**config.mk**
```make
export PLATFORM = sky130hd
export DESIGN_NAME = i2c_bit_timer
export DESIGN_NICKNAME = d
export VERILOG_FILES = /design/src/rtl/i2c_bt_pkg.sv /design/src/rtl/i2c_bt_cfg.sv /design/src/rtl/i2c_bt_presc.sv /design/src/rtl/i2c_bt_seq.sv /design/src/rtl/i2c_bit_timer.sv
export SDC_FILE = /design/constraint.sdc
export NUM_CORES = 1
export LEC_CHECK = 0
export CAP_MARGIN = 20
export CORE_MARGIN = 8
export CORE_UTILIZATION = 25
export CTS_CLUSTER_DIAMETER = 40
export CTS_CLUSTER_SIZE = 10
export DETAILED_ROUTE_END_ITERATION = 8
export DONT_BUFFER_PORTS = 1
export PLACE_DENSITY = 0.49
export SLEW_MARGIN = 20
export SYNTH_ARGS = -nofsm -noshare
export SYNTH_HDL_FRONTEND = slang
export SYNTH_SLANG_ARGS = --single-unit
```
**constraint.sdc**
```tcl
create_clock -name clk -period 13.1 [get_ports clk]
set_clock_uncertainty 0.05 [all_clocks]
set_input_delay 2.62 -clock clk [delete_from_list [all_inputs] [get_ports clk]]
set_output_delay 2.62 -clock clk [all_outputs]
set_load 0.1 [all_outputs]
```
**src/rtl/i2c_bt_pkg.sv**
```systemverilog
package i2c_bt_pkg;
  localparam int FW     = 8;
  localparam int WORD_W = 32;

  typedef enum logic [1:0] {
    OP_START = 2'd0,
    OP_STOP  = 2'd1,
    OP_WRITE = 2'd2,
    OP_READ  = 2'd3
  } op_e;

  typedef struct packed {
    logic [FW-1:0] sta_su;
    logic [FW-1:0] sta_hd;
    logic [FW-1:0] sto_su;
    logic [FW-1:0] dat_hd;
    logic [FW-1:0] scl_lo;
    logic [FW-1:0] scl_hi;
    logic [FW-1:0] div;
    logic [FW-1:0] sr_rel;
    logic [FW-1:0] sda_pt;
    logic [FW-1:0] ovh_last;
  } bt_cfg_t;
endpackage

```
**src/rtl/i2c_bt_cfg.sv**
```systemverilog
module i2c_bt_cfg
  import i2c_bt_pkg::*;
#(
  parameter int FLT_W    = 3,
  parameter int FLT_MULT = 2,
  parameter int FIX_OVH  = 8
) (
  input  logic              clk,
  input  logic              rst,
  input  logic              load,
  input  logic              hs_mode,
  input  logic [FLT_W-1:0]  flt_cyc,
  input  logic [WORD_W-1:0] fs_w1,
  input  logic [WORD_W-1:0] fs_w2,
  input  logic [WORD_W-1:0] fs_w3,
  input  logic [WORD_W-1:0] hs_w1,
  input  logic [WORD_W-1:0] hs_w2,
  input  logic [WORD_W-1:0] hs_w3,
  input  logic [WORD_W-1:0] hold_w,
  output bt_cfg_t           cfg
);
  localparam int OVH_BASE = FIX_OVH - 2;

  logic [WORD_W-1:0] w1, w2, w3;
  logic [FW-1:0]     lo, su, hd;
  logic [FW:0]       need;
  logic [FW-1:0]     pt;
  bt_cfg_t           nxt;
  logic              unused_bits;

  assign w1 = hs_mode ? hs_w1 : fs_w1;
  assign w2 = hs_mode ? hs_w2 : fs_w2;
  assign w3 = hs_mode ? hs_w3 : fs_w3;
  assign lo = w2[15:8];
  assign su = w2[31:24];
  assign hd = hold_w[7:0];
  assign unused_bits = ^{w1[7:0], w2[23:16], w3[31:24], w3[15:8], hold_w[WORD_W-1:8]};

  // setup has priority over hold when both do not fit in the low count
  assign need = {1'b0, hd} + {1'b0, su} + (FW+1)'(1);
  always_comb begin
    if ({1'b0, lo} >= need)  pt = hd;
    else if (lo > su)        pt = lo - su - FW'(1);
    else                     pt = '0;
  end

  always_comb begin
    nxt          = '0;
    nxt.sta_su   = w1[31:24];
    nxt.sta_hd   = w1[23:16];
    nxt.sto_su   = w1[15:8];
    nxt.dat_hd   = hd;
    nxt.scl_lo   = lo;
    nxt.scl_hi   = w2[7:0];
    nxt.div      = w3[23:16];
    nxt.sr_rel   = w3[7:0];
    nxt.sda_pt   = pt;
    nxt.ovh_last = FW'(OVH_BASE) + FW'(FLT_MULT) * FW'(flt_cyc);
  end

  always_ff @(posedge clk) begin
    if (rst)       cfg <= '0;
    else if (load) cfg <= nxt;
  end

  p_cfg_frozen_r12: assert property (@(posedge clk) disable iff (rst)
    !load |=> $stable(cfg));
endmodule

```
**src/rtl/i2c_bt_presc.sv**
```systemverilog
module i2c_bt_presc
  import i2c_bt_pkg::*;
(
  input  logic          clk,
  input  logic          rst,
  input  logic          restart,
  input  logic [FW-1:0] div,
  output logic          tick
);
  logic [FW-1:0] pre;

  assign tick = (pre == div);

  always_ff @(posedge clk) begin
    if (rst || restart || tick) pre <= '0;
    else                        pre <= pre + FW'(1);
  end

  p_tick_gap_r2: assert property (@(posedge clk) disable iff (rst)
    (tick && !restart && div != '0) |=> !tick);
endmodule

```
**src/rtl/i2c_bt_seq.sv**
```systemverilog
module i2c_bt_seq
  import i2c_bt_pkg::*;
(
  input  logic       clk,
  input  logic       rst,
  input  bt_cfg_t    cfg,
  input  logic       tick,
  input  logic       cmd_valid,
  input  logic [1:0] cmd_op,
  input  logic       cmd_bit,
  input  logic       scl_i,
  input  logic       sda_i,
  output logic       restart,
  output logic       load,
  output logic       cmd_ready,
  output logic       cmd_done,
  output logic       rx_bit,
  output logic       scl_o,
  output logic       sda_o,
  output logic       sda_chg,
  output logic       sda_smp
);
  typedef enum logic [3:0] {
    ST_IDLE, ST_OVH, ST_LOW, ST_WAIT_HI, ST_HIGH,
    ST_RS_REL, ST_RS_WAIT, ST_STA_SU, ST_STA_HD,
    ST_P_LOW, ST_P_WAIT, ST_P_SU
  } st_e;

  st_e           state;
  logic [FW-1:0] cnt;
  logic [FW-1:0] ph_len;
  logic          ticked, leave;
  logic          owned, wbit, is_read;
  op_e           op;

  assign op        = op_e'(cmd_op);
  assign cmd_ready = (state == ST_IDLE);
  assign load      = cmd_valid && cmd_ready;

  always_comb begin
    ticked = 1'b1;
    ph_len = '0;
    case (state)
      ST_LOW:    ph_len = cfg.scl_lo;
      ST_HIGH:   ph_len = cfg.scl_hi;
      ST_RS_REL: ph_len = cfg.sr_rel;
      ST_STA_SU: ph_len = cfg.sta_su;
      ST_STA_HD: ph_len = cfg.sta_hd;
      ST_P_LOW:  ph_len = cfg.dat_hd;
      ST_P_SU:   ph_len = cfg.sto_su;
      default:   ticked = 1'b0;
    endcase
  end

  assign leave   = (state == ST_OVH) ? (cnt == cfg.ovh_last)
                                     : (ticked && tick && cnt == ph_len);
  assign restart = !ticked || leave;

  always_ff @(posedge clk) begin
    if (rst) begin
      state    <= ST_IDLE;
      cnt      <= '0;
      owned    <= 1'b0;
      wbit     <= 1'b1;
      is_read  <= 1'b0;
      scl_o    <= 1'b1;
      sda_o    <= 1'b1;
      cmd_done <= 1'b0;
      rx_bit   <= 1'b0;
      sda_chg  <= 1'b0;
      sda_smp  <= 1'b0;
    end else begin
      cmd_done <= 1'b0;
      sda_chg  <= 1'b0;
      sda_smp  <= 1'b0;

      if (leave)                              cnt <= '0;
      else if (state == ST_OVH)               cnt <= cnt + FW'(1);
      else if (ticked && tick)                cnt <= cnt + FW'(1);
      else if (!ticked)                       cnt <= '0;

      case (state)
        ST_IDLE: if (cmd_valid) begin
          case (op)
            OP_START: if (owned) begin
                state <= ST_RS_REL;
                sda_o <= 1'b1;
              end else state <= ST_STA_SU;
            OP_STOP: if (owned) begin
                state <= ST_P_LOW;
                sda_o <= 1'b0;
              end else cmd_done <= 1'b1;
            default: if (owned) begin
                state   <= ST_OVH;
                is_read <= (op == OP_READ);
                wbit    <= (op == OP_READ) ? 1'b1 : cmd_bit;
              end else cmd_done <= 1'b1;
          endcase
        end
        ST_OVH: if (leave) state <= ST_LOW;
        ST_LOW: begin
          if (tick && cnt == cfg.sda_pt) begin
            sda_o   <= wbit;
            sda_chg <= 1'b1;
          end
          if (leave) begin
            state <= ST_WAIT_HI;
            scl_o <= 1'b1;
          end
        end
        ST_WAIT_HI: if (scl_i) state <= ST_HIGH;
        ST_HIGH: if (leave) begin
          state    <= ST_IDLE;
          scl_o    <= 1'b0;
          cmd_done <= 1'b1;
          if (is_read) begin
            rx_bit  <= sda_i;
            sda_smp <= 1'b1;
          end
        end
        ST_RS_REL: if (leave) begin
          state <= ST_RS_WAIT;
          scl_o <= 1'b1;
        end
        ST_RS_WAIT: if (scl_i) state <= ST_STA_SU;
        ST_STA_SU: if (leave) begin
          state <= ST_STA_HD;
          sda_o <= 1'b0;
        end
        ST_STA_HD: if (leave) begin
          state    <= ST_IDLE;
          scl_o    <= 1'b0;
          owned    <= 1'b1;
          cmd_done <= 1'b1;
        end
        ST_P_LOW: if (leave) begin
          state <= ST_P_WAIT;
          scl_o <= 1'b1;
        end
        ST_P_WAIT: if (scl_i) state <= ST_P_SU;
        ST_P_SU: if (leave) begin
          state    <= ST_IDLE;
          sda_o    <= 1'b1;
          owned    <= 1'b0;
          cmd_done <= 1'b1;
        end
        default: state <= ST_IDLE;
      endcase
    end
  end

  p_low_scl_r2: assert property (@(posedge clk) disable iff (rst)
    (state == ST_OVH || state == ST_LOW) |-> !scl_o);
  p_high_sensed_r4: assert property (@(posedge clk) disable iff (rst)
    (state == ST_HIGH && $past(state) == ST_WAIT_HI) |-> $past(scl_i));
  p_sda_quiet_r5: assert property (@(posedge clk) disable iff (rst)
    (scl_o && (state == ST_WAIT_HI || state == ST_HIGH)) |=> $stable(sda_o));
  p_chg_low_r5: assert property (@(posedge clk) disable iff (rst)
    sda_chg |-> !scl_o);
  p_done_idle_r11: assert property (@(posedge clk) disable iff (rst)
    cmd_done |-> cmd_ready);
endmodule

```
**src/rtl/i2c_bit_timer.sv**
```systemverilog
module i2c_bit_timer
  import i2c_bt_pkg::*;
#(
  parameter int FLT_W    = 3,
  parameter int FLT_MULT = 2,
  parameter int FIX_OVH  = 8
) (
  input  logic              clk,
  input  logic              rst,
  input  logic              hs_mode,
  input  logic [FLT_W-1:0]  flt_cyc,
  input  logic [WORD_W-1:0] fs_w1,
  input  logic [WORD_W-1:0] fs_w2,
  input  logic [WORD_W-1:0] fs_w3,
  input  logic [WORD_W-1:0] hs_w1,
  input  logic [WORD_W-1:0] hs_w2,
  input  logic [WORD_W-1:0] hs_w3,
  input  logic [WORD_W-1:0] hold_w,
  input  logic              cmd_valid,
  input  logic [1:0]        cmd_op,
  input  logic              cmd_bit,
  output logic              cmd_ready,
  output logic              cmd_done,
  output logic              rx_bit,
  input  logic              scl_i,
  input  logic              sda_i,
  output logic              scl_o,
  output logic              sda_o,
  output logic              sda_chg,
  output logic              sda_smp
);
  bt_cfg_t cfg;
  logic    load, restart, tick;

  i2c_bt_cfg #(.FLT_W(FLT_W), .FLT_MULT(FLT_MULT), .FIX_OVH(FIX_OVH)) u_cfg (
    .clk(clk), .rst(rst), .load(load), .hs_mode(hs_mode), .flt_cyc(flt_cyc),
    .fs_w1(fs_w1), .fs_w2(fs_w2), .fs_w3(fs_w3),
    .hs_w1(hs_w1), .hs_w2(hs_w2), .hs_w3(hs_w3),
    .hold_w(hold_w), .cfg(cfg)
  );

  i2c_bt_presc u_presc (
    .clk(clk), .rst(rst), .restart(restart), .div(cfg.div), .tick(tick)
  );

  i2c_bt_seq u_seq (
    .clk(clk), .rst(rst), .cfg(cfg), .tick(tick),
    .cmd_valid(cmd_valid), .cmd_op(cmd_op), .cmd_bit(cmd_bit),
    .scl_i(scl_i), .sda_i(sda_i), .restart(restart), .load(load),
    .cmd_ready(cmd_ready), .cmd_done(cmd_done), .rx_bit(rx_bit),
    .scl_o(scl_o), .sda_o(sda_o), .sda_chg(sda_chg), .sda_smp(sda_smp)
  );
endmodule

```
==> summary.md, run 1 <==
| Metric | Value |
|---|---|
| Most instantiated cells after synthesis | `dfxtp_1 (105), nor2_1 (95), mux2i_1 (62)` |
| Cell Area, Placed | `0.00689 mm^2` |
| Nature of the critical path endpoint | `register` |
| Area Growth Syn to Fin | `8.44%` |
| Die outline width | `179 um` |
| XOR/XNOR Fraction of Synth Area | `0.0608` |
| CTS resizes | `0` |
| GRT overflow | `0` |
| RSZ-0062 raised after global routing | `no` |
| CP Max Fanout | `64` |
| Startpoint types | `input port` |
| Clock Tree Buf Depth | `2` |
| Cells on worst reg2reg path | `8` |
| Worst-path clk slew | `0.07 ns` |
| Synth Area in Compound Gates | `0.214` |
| Top-count cell post-synth | `dfxtp_1` |
| Core box area | `0.0261 mm^2` |
| WL per Instance | `18.4 um` |
| Cell Pwr Density | `193 mW/mm^2` |
| Synth cell types | `69` |
| H-tree levels | `3` |
| Seq pwr share | `0.351` |
| Largest net degree at the start of global routing | `111` |
| Total die area | `0.0320 mm^2` |
| EDFF count, synth | `0` |
| Min-Delay Path Class | `register to register` |
| 1st-iter DRT viols | `438` |
| Max IR drop VDD | `0.0690 mV` |
| Post-CTS setup buffer count | `0` |
| Crit-path cells | `mux2i_1 -> inv_1 -> ha_1 -> nor2b_1 -> o21ai_0 -> nand2b_1 -> a21o_1 -> a21o_1 -> a21o_1 -> a21oi_1 -> xor2_1 -> ha_1 -> o21ai_0 -> a221o_1 -> a31oi_1 -> a21oi_1 -> a221oi_1 -> nor2_1` |
| Post-synthesis register bit count | `105` |
| Post-Syn Instances | `791` |
| Initial antenna violation count | `0` |
| Nets@finish | `1,018` |
| Synth Warn # | `0` |
| Slew @ Worst Pin | `1.08 ns` |
| Cell Rows | `59` |
| Via/cell ratio | `5.09` |
| Most frequent CP cell | `a21o_1` |
| Int Power | `0.790 mW` |
| Post-route ant nets | `0` |
| Placer Congestion | `0.854` |
| Outcome | `finished, final reports clean` |
| Period utilization | `0.464` |
| Hold_buf cts | `0` |
| Final setup fails | `0` |
| Worst slew margin | `0.278` |
| Crit path largest cell delay | `0.44 ns` |
| Hpwl dp | `15,300 um` |
| Crit Reg-Reg Endpoint | `u_seq.state[2]$_SDFFE_PP0P_` |
| CTS root buffer | `clkbuf_16` |
| I/O Buffers | `0` |
| Min Tclk post-route | `6.08 ns` |
| Post-synthesis net count | `1,057` |
| Setup TNS | `0 ns` |
| Final WL | `20,100 um` |
| Worst-Skew Late Latency | `0.35 ns` |
| First-pass GRT wire length | `31,100 um` |
| Share of layout cells above drive strength 1 | `0.0581` |
| Mean area per synthesized cell | `8.38 um^2` |
| Largest family of logic cells by synthesized area | `compound AO/OA/AOI/OAI gates` |
| Max cap viols | `0` |
| Post-synth top flop | `dfxtp_1` |
| Critical path data arrival time | `6.26 ns` |
| Ant diodes | `0` |
| Slowest CP cell | `a221oi_1` |
| Io pins | `243` |
| DRC Markers | `0` |
| Switching pwr | `0.595 mW` |
| WS Path Type | `input port to register` |
| Synthesized area | `0.00663 mm^2` |
| Register area share after synthesis | `0.317` |
| Count of final hold-check violations | `0` |
| Critical path origin | `hs_mode` |
| Die Ht | `179 um` |
| Fmax | `165 MHz` |
| Area leader, netlist | `dfxtp_1` |
| R2R Setup Slk | `9.73 ns` |
| Clock Sinks | `105` |
| Synth top area share | `0.317` |
| Reg2reg start | `u_seq.state[3]$_SDFFE_PP0P_` |
| Adder-Cell Fraction of Synth Area | `0.0604` |
| Vias in the first global route | `5,556` |
| Synth area leaders | `dfxtp_1 (32%), mux2i_1 (9.4%), a211oi_1 (6.5%)` |
| Post-route cell area | `0.00719 mm^2` |
| Simple-gate share of the synthesized area | `0.188` |
| Post-synthesis mux area share | `0.109` |
| CTS buffer count | `9` |
| Sw Share | `0.430` |
| Comb pwr share | `0.450` |
| DR pass1 iterations | `5` |
| CTS tree | `yes` |
| Power share of the clock group | `0.199` |
| Leak | `2.80 nW` |
| Initial core utilization | `0.254` |
| Worst setup endpoint | `u_cfg.cfg[15]$_SDFFE_PP0P_` |
| WP data required | `13.28 ns` |
| GR Util All Layers | `0.125` |
| Synth async-reset ratio | `0` |
| Max-slew violations | `0` |
| DR vias | `5,563` |
## per-layer routing
| metal | track usage | vias up | routed length (um) |
|---|---|---|---|
| met4 | 0.0341 | 0 | 283 |
| met2 | 0.201 | 159 | 9390 |
| met5 | 0 | - | 0 |
| met3 | 0.0282 | 21 | 1000 |
| met1 | 0.164 | 2588 | 9390 |
| li1 | - | 2795 | - |
## cell families (layout without fill, tap and decap cells)
kind of cell / Yosys count / in the layout
AO/OA/AOI/OAI: 202 / 202
XOR/XNOR: 46 / 46
adder cells (fa/ha/maj): 31 / 31
buffers and inverters: 82 / 48
flip-flops: 105 / 105
multiplexers: 71 / 71
AND/OR/NAND/NOR: 254 / 254
## power groups by stage
stage,Sequential [mW],Clock (mW),Combinational (mW)
after floorplan,0.464,0,0.497
after global placement,0.495,0,0.618
after detailed placement,0.496,0,0.622
after CTS,0.488,0.289,0.625
after global routing,0.497,0.301,0.692
final,0.486,0.276,0.623
## placed cells by master (no fill, tap or decap), types with 7 or more instances in the layout
cell type and instances:
nand2b_1 7, inv_1 25, nand2_1 55, xor2_1 25, mux2_2 8, nand3b_1 15
dfxtp_1 105, a22oi_1 7, nor2_1 95, mux2i_1 62, nor3_1 11, a21o_1 10
nand3_1 16, ha_1 28, a221oi_1 9, a21oi_1 39, nor4_1 8, o21ai_0 30
xnor2_1 21, and3_1 10, clkbuf_16 9, nor2b_1 10, a211oi_1 57
## stage by stage
step | setup WS [ns] | std cells | total power [mW] | utilization | hold WS [ns]
global route | 6.78 | 1092 | 1.49 | 0.276 | 0.436
global placement | 6.70 | 1076 | 1.11 | 0.264 | 0.404
finish | 7.02 | 1092 | 1.39 | 0.276 | 0.413
floorplan | 6.39 | 791 | 0.961 | - | 0.382
detailed placement | 6.67 | 1076 | 1.12 | 0.264 | 0.405
CTS | 7.03 | 1092 | 1.40 | 0.276 | 0.414
## how the worst min path moves through the flow
stage | start | end | slack [ns] | cells past startpoint
2_1_floorplan | u_cfg.cfg[44]$_SDFFE_PP0P_ | u_cfg.cfg[44]$_SDFFE_PP0P_ | 0.38 | 2
3_3_place_gp | u_cfg.cfg[3]$_SDFFE_PP0P_ | u_cfg.cfg[3]$_SDFFE_PP0P_ | 0.40 | 2
3_5_place_dp | u_cfg.cfg[4]$_SDFFE_PP0P_ | u_cfg.cfg[4]$_SDFFE_PP0P_ | 0.41 | 2
4_1_cts | u_cfg.cfg[4]$_SDFFE_PP0P_ | u_cfg.cfg[4]$_SDFFE_PP0P_ | 0.41 | 2
5_1_grt | u_cfg.cfg[54]$_SDFFE_PP0P_ | u_cfg.cfg[54]$_SDFFE_PP0P_ | 0.44 | 2
6_report | u_cfg.cfg[4]$_SDFFE_PP0P_ | u_cfg.cfg[4]$_SDFFE_PP0P_ | 0.41 | 2
## worst max-delay path: cells and delay by family
family	cells	cell delay [ns]
adders and majority gates	2	0.55
buffers and inverters	1	0.15
muxes	1	0.34
and+or+nand+nor	3	0.33
xor gates and xnor gates	1	0.09
AOI/OAI and AO/OA	10	2.17
## final cells by class
type                    count  area (um^2)
well taps                 335          419
multi-input cells         604         4210
repair buffers              6         65.1
clock inverters             4         51.3
clock buffers              12          246
flip-flops and latches    105         2100
fillers                  2837        18900
inverters                  26         97.6
## state kept, by name (all words and copies together) (netlist names)
signal and count:
u_seq.scl_o 1, u_seq.is_read 1, u_seq.wbit 1, u_seq.state 4, u_seq.cmd_done 1, u_seq.rx_bit 1, u_seq.cnt 8, u_seq.owned 1
u_seq.sda_smp 1, u_seq.sda_o 1, u_presc.pre 8, u_seq.sda_chg 1, u_cfg.cfg 76
(Power assumes the default switching activity.)
==> inputs of run 2 (changes only) <==
clock period = 5.8 ns   (was 13.1 ns; I/O delays follow)
==> summary.md, run 2 (synthesized netlist as in run 1, its figures left out) <==
| Metric | Value |
|---|---|
| Seq pwr share | `0.359 (was 0.351)` |
| R2R Setup Slk | `2.18 ns (was 9.73 ns)` |
| Hold WS | `0.413 ns (about the same)` |
| GRT overflow | `0 (unchanged)` |
| RSZ-0062 raised after global routing | `no (unchanged)` |
| CTS root buffer | `clkbuf_16 (unchanged)` |
| Largest net degree at the start of global routing | `88 (was 111)` |
| Post-route cell area | `0.00720 mm^2 (was 0.00719 mm^2)` |
| Total die area | `0.0320 mm^2 (unchanged)` |
| Max-slew violations | `0 (unchanged)` |
| Outcome | `finished, final reports clean (unchanged)` |
| Power share of the clock group | `0.203 (was 0.199)` |
| Placed cells | `1,076 (unchanged)` |
| Crit Reg-Reg Endpoint | `u_seq.state[2]$_SDFFE_PP0P_ (unchanged)` |
| CTS resizes | `0 (unchanged)` |
| Commonest non-fill, non-tap cell in the layout | `dfxtp_1 (unchanged)` |
| Int Power | `1.79 mW (was 0.790 mW)` |
| Area Growth Syn to Fin | `8.57% (was 8.44%)` |
| Placer Congestion | `0.867 (was 0.854)` |
| Die outline width | `179 um (unchanged)` |
| Hold endpoint | `u_cfg.cfg[49]$_SDFFE_PP0P_ (was u_cfg.cfg[4]$_SDFFE_PP0P_)` |
| Nets@finish | `1,018 (unchanged)` |
| Vias in the first global route | `5,591 (was 5,556)` |
| WP data required | `6.05 ns (was 13.28 ns)` |
| Cell Rows | `59 (unchanged)` |
| Initial antenna violation count | `0 (unchanged)` |
| Register area | `0.00210 mm^2 (unchanged)` |
| Nature of the critical path endpoint | `register (unchanged)` |
| Startpoint types | `input port (unchanged)` |
| WS Path Type | `input port to register (unchanged)` |
| Initial core utilization | `0.254 (unchanged)` |
| Post-route ant nets | `0 (unchanged)` |
| DR vias | `5,536 (was 5,563)` |
| Clock Sinks | `105 (unchanged)` |
| Die Ht | `179 um (unchanged)` |
| Min Tclk post-route | `4.68 ns` |
| Crit-path cells | `mux2i_1 -> inv_1 -> ha_1 -> nor2b_1 -> o21ai_0 -> nand2b_1 -> a21o_1 -> a21o_1 -> a21o_1 -> a21oi_1 -> xor2_1 -> ha_1 -> a2111oi_0 -> o21ai_0 -> a21oi_1 -> a221oi_1 -> nor2_1 (was mux2i_1 -> inv_1 -> ha_1 -> nor2b_1 -> o21ai_0 -> nand2b_1 -> a21o_1 -> a21o_1 -> a21o_1 -> a21oi_1 -> xor2_1 -> ha_1 -> o21ai_0 -> a221o_1 -> a31oi_1 -> a21oi_1 -> a221oi_1 -> nor2_1)` |
| Clock Tree Buf Depth | `2 (unchanged)` |
| Post-CTS setup buffer count | `0 (unchanged)` |
| Crit path largest cell delay | `0.55 ns (was 0.44 ns)` |
| GR Util All Layers | `0.125 (about the same)` |
| Final WL | `20,100 um (about the same)` |
| Footprint of the multi-input gates | `0.00421 mm^2 (unchanged)` |
| Slew @ Worst Pin | `1.07 ns (was 1.08 ns)` |
| Comb pwr share | `0.438 (was 0.450)` |
| Leak | `2.80 nW (about the same)` |
| Fill count | `2,856 (was 2,837)` |
| Critical path data arrival time | `4.93 ns (was 6.26 ns)` |
| Max IR drop VDD | `0.179 mV (was 0.0690 mV)` |
| Cell count of the worst hold path | `2 (unchanged)` |
| Worst slew margin | `0.287 (was 0.278)` |
| Ant diodes | `0 (unchanged)` |
| Hold_buf cts | `0 (unchanged)` |
| Final setup fails | `0 (unchanged)` |
| Hpwl dp | `15,400 um (was 15,300 um)` |
| I/O Buffers | `0 (unchanged)` |
| First-pass GRT wire length | `31,100 um (about the same)` |
| Cell Area, Placed | `0.00689 mm^2 (unchanged)` |
| DRC Markers | `0 (unchanged)` |
| Most frequent cells in the layout | `dfxtp_1 (105), nor2_1 (95), mux2i_1 (62) (unchanged)` |
| Reg2reg start | `u_seq.state[3]$_SDFFE_PP0P_ (unchanged)` |
| Count of final hold-check violations | `0 (unchanged)` |
| DR pass1 iterations | `5 (unchanged)` |
| Core box area | `0.0261 mm^2 (unchanged)` |
| CTS buffer count | `9 (unchanged)` |
| Final WS setup | `1.12 ns (was 7.02 ns)` |
| Setup TNS | `0 ns (unchanged)` |
| Cells on worst reg2reg path | `7 (was 8)` |
| Hold path startpoint | `u_cfg.cfg[49]$_SDFFE_PP0P_ (was u_cfg.cfg[4]$_SDFFE_PP0P_)` |
| Sw Share | `0.427 (was 0.430)` |
| Max cap viols | `0 (unchanged)` |
| Min-Delay Path Class | `register to register (unchanged)` |
| H-tree levels | `3 (unchanged)` |
| WL per Instance | `18.4 um (about the same)` |
| Worst-path clk slew | `0.07 ns (about the same)` |
| Period utilization | `0.807` |
| Pre-CTS setup slack | `0.786 ns (was 6.67 ns)` |
| CTS tree | `yes (unchanged)` |
| Most frequent CP cell | `a21o_1 (unchanged)` |
| Top Registers | `u_cfg.cfg x76, u_presc.pre x8, u_seq.cnt x8 (unchanged)` |
| Slowest CP cell | `a21oi_1 (was a221oi_1)` |
| Fmax | `214 MHz` |
| Switching pwr | `1.34 mW (was 0.595 mW)` |
| Max FFs per register | `76 (unchanged)` |
| Via/cell ratio | `5.07 (was 5.09)` |
| CP Max Fanout | `64 (unchanged)` |
| Cell Pwr Density | `435 mW/mm^2 (was 193 mW/mm^2)` |
| Share of layout cells above drive strength 1 | `0.0581 (unchanged)` |
| Finished Core Util | `0.276 (about the same)` |
| Io pins | `243 (unchanged)` |
| Finished Layout Cells | `1,092 (unchanged)` |
| Biggest register | `u_cfg.cfg (unchanged)` |
| Worst-Skew Late Latency | `0.36 ns (was 0.35 ns)` |
| 1st-iter DRT viols | `361 (was 438)` |
| Tot Pwr | `3.13 mW (was 1.39 mW)` |
-- run 2: changes by cell type in the layout (fill, tap and decap cells not counted), sizes merged --
cell    change
clkbuf      +1
clkinv      -1
-- run 2: worst max path at each step --
stage	start	end	slack (ns)	cells past startpoint
final	hs_mode	u_cfg.cfg[15]$_SDFFE_PP0P_	1.12	17
after global placement	hs_mode	u_cfg.cfg[15]$_SDFFE_PP0P_	0.86	18
after floorplan	hs_mode	u_cfg.cfg[10]$_SDFFE_PP0P_	0.55	20
after CTS	hs_mode	u_cfg.cfg[15]$_SDFFE_PP0P_	1.15	18
after global routing	hs_mode	u_cfg.cfg[15]$_SDFFE_PP0P_	0.73	17
after detailed placement	hs_mode	u_cfg.cfg[15]$_SDFFE_PP0P_	0.79	18
-- run 2: power groups by stage --
| stage | Clock [mW] | Sequential (mW) | Combinational, mW |
|---|---|---|---|
| floorplan | 0 | 1.05 | 1.12 |
| global placement | 0 | 1.14 | 1.37 |
| detailed placement | 0 | 1.14 | 1.38 |
| CTS | 0.655 | 1.13 | 1.38 |
| global route | 0.681 | 1.15 | 1.54 |
| finish | 0.637 | 1.12 | 1.37 |
-- run 2: layout make-up --
cell class / instances / area share
multi-input cells: 604 / 0.584
flip-flops and latches: 105 / 0.292
well taps: 335 / 0.0583
clock buffers: 13 / 0.0362
inverters: 26 / 0.0136
repair buffers: 6 / 0.00904
clock inverters: 3 / 0.00643
-- run 2: critical path: cells and delay by family --
kind            cells  cell delay (ns)
xor+xnor            1             0.09
mux                 1             0.34
buf+inv             1             0.15
fa+ha+maj           2             0.48
simple gates        3             0.38
compound gates      9             2.30
-- run 2: per-layer routing --
layer	global-route usage	share of wire	up-vias	wire length [um]
li1	-	-	2794	-
met5	0	0	-	0
met2	0.203	0.47	164	9410
met4	0.0324	0.016	0	327
met1	0.167	0.47	2554	9390
met3	0.0257	0.049	24	992
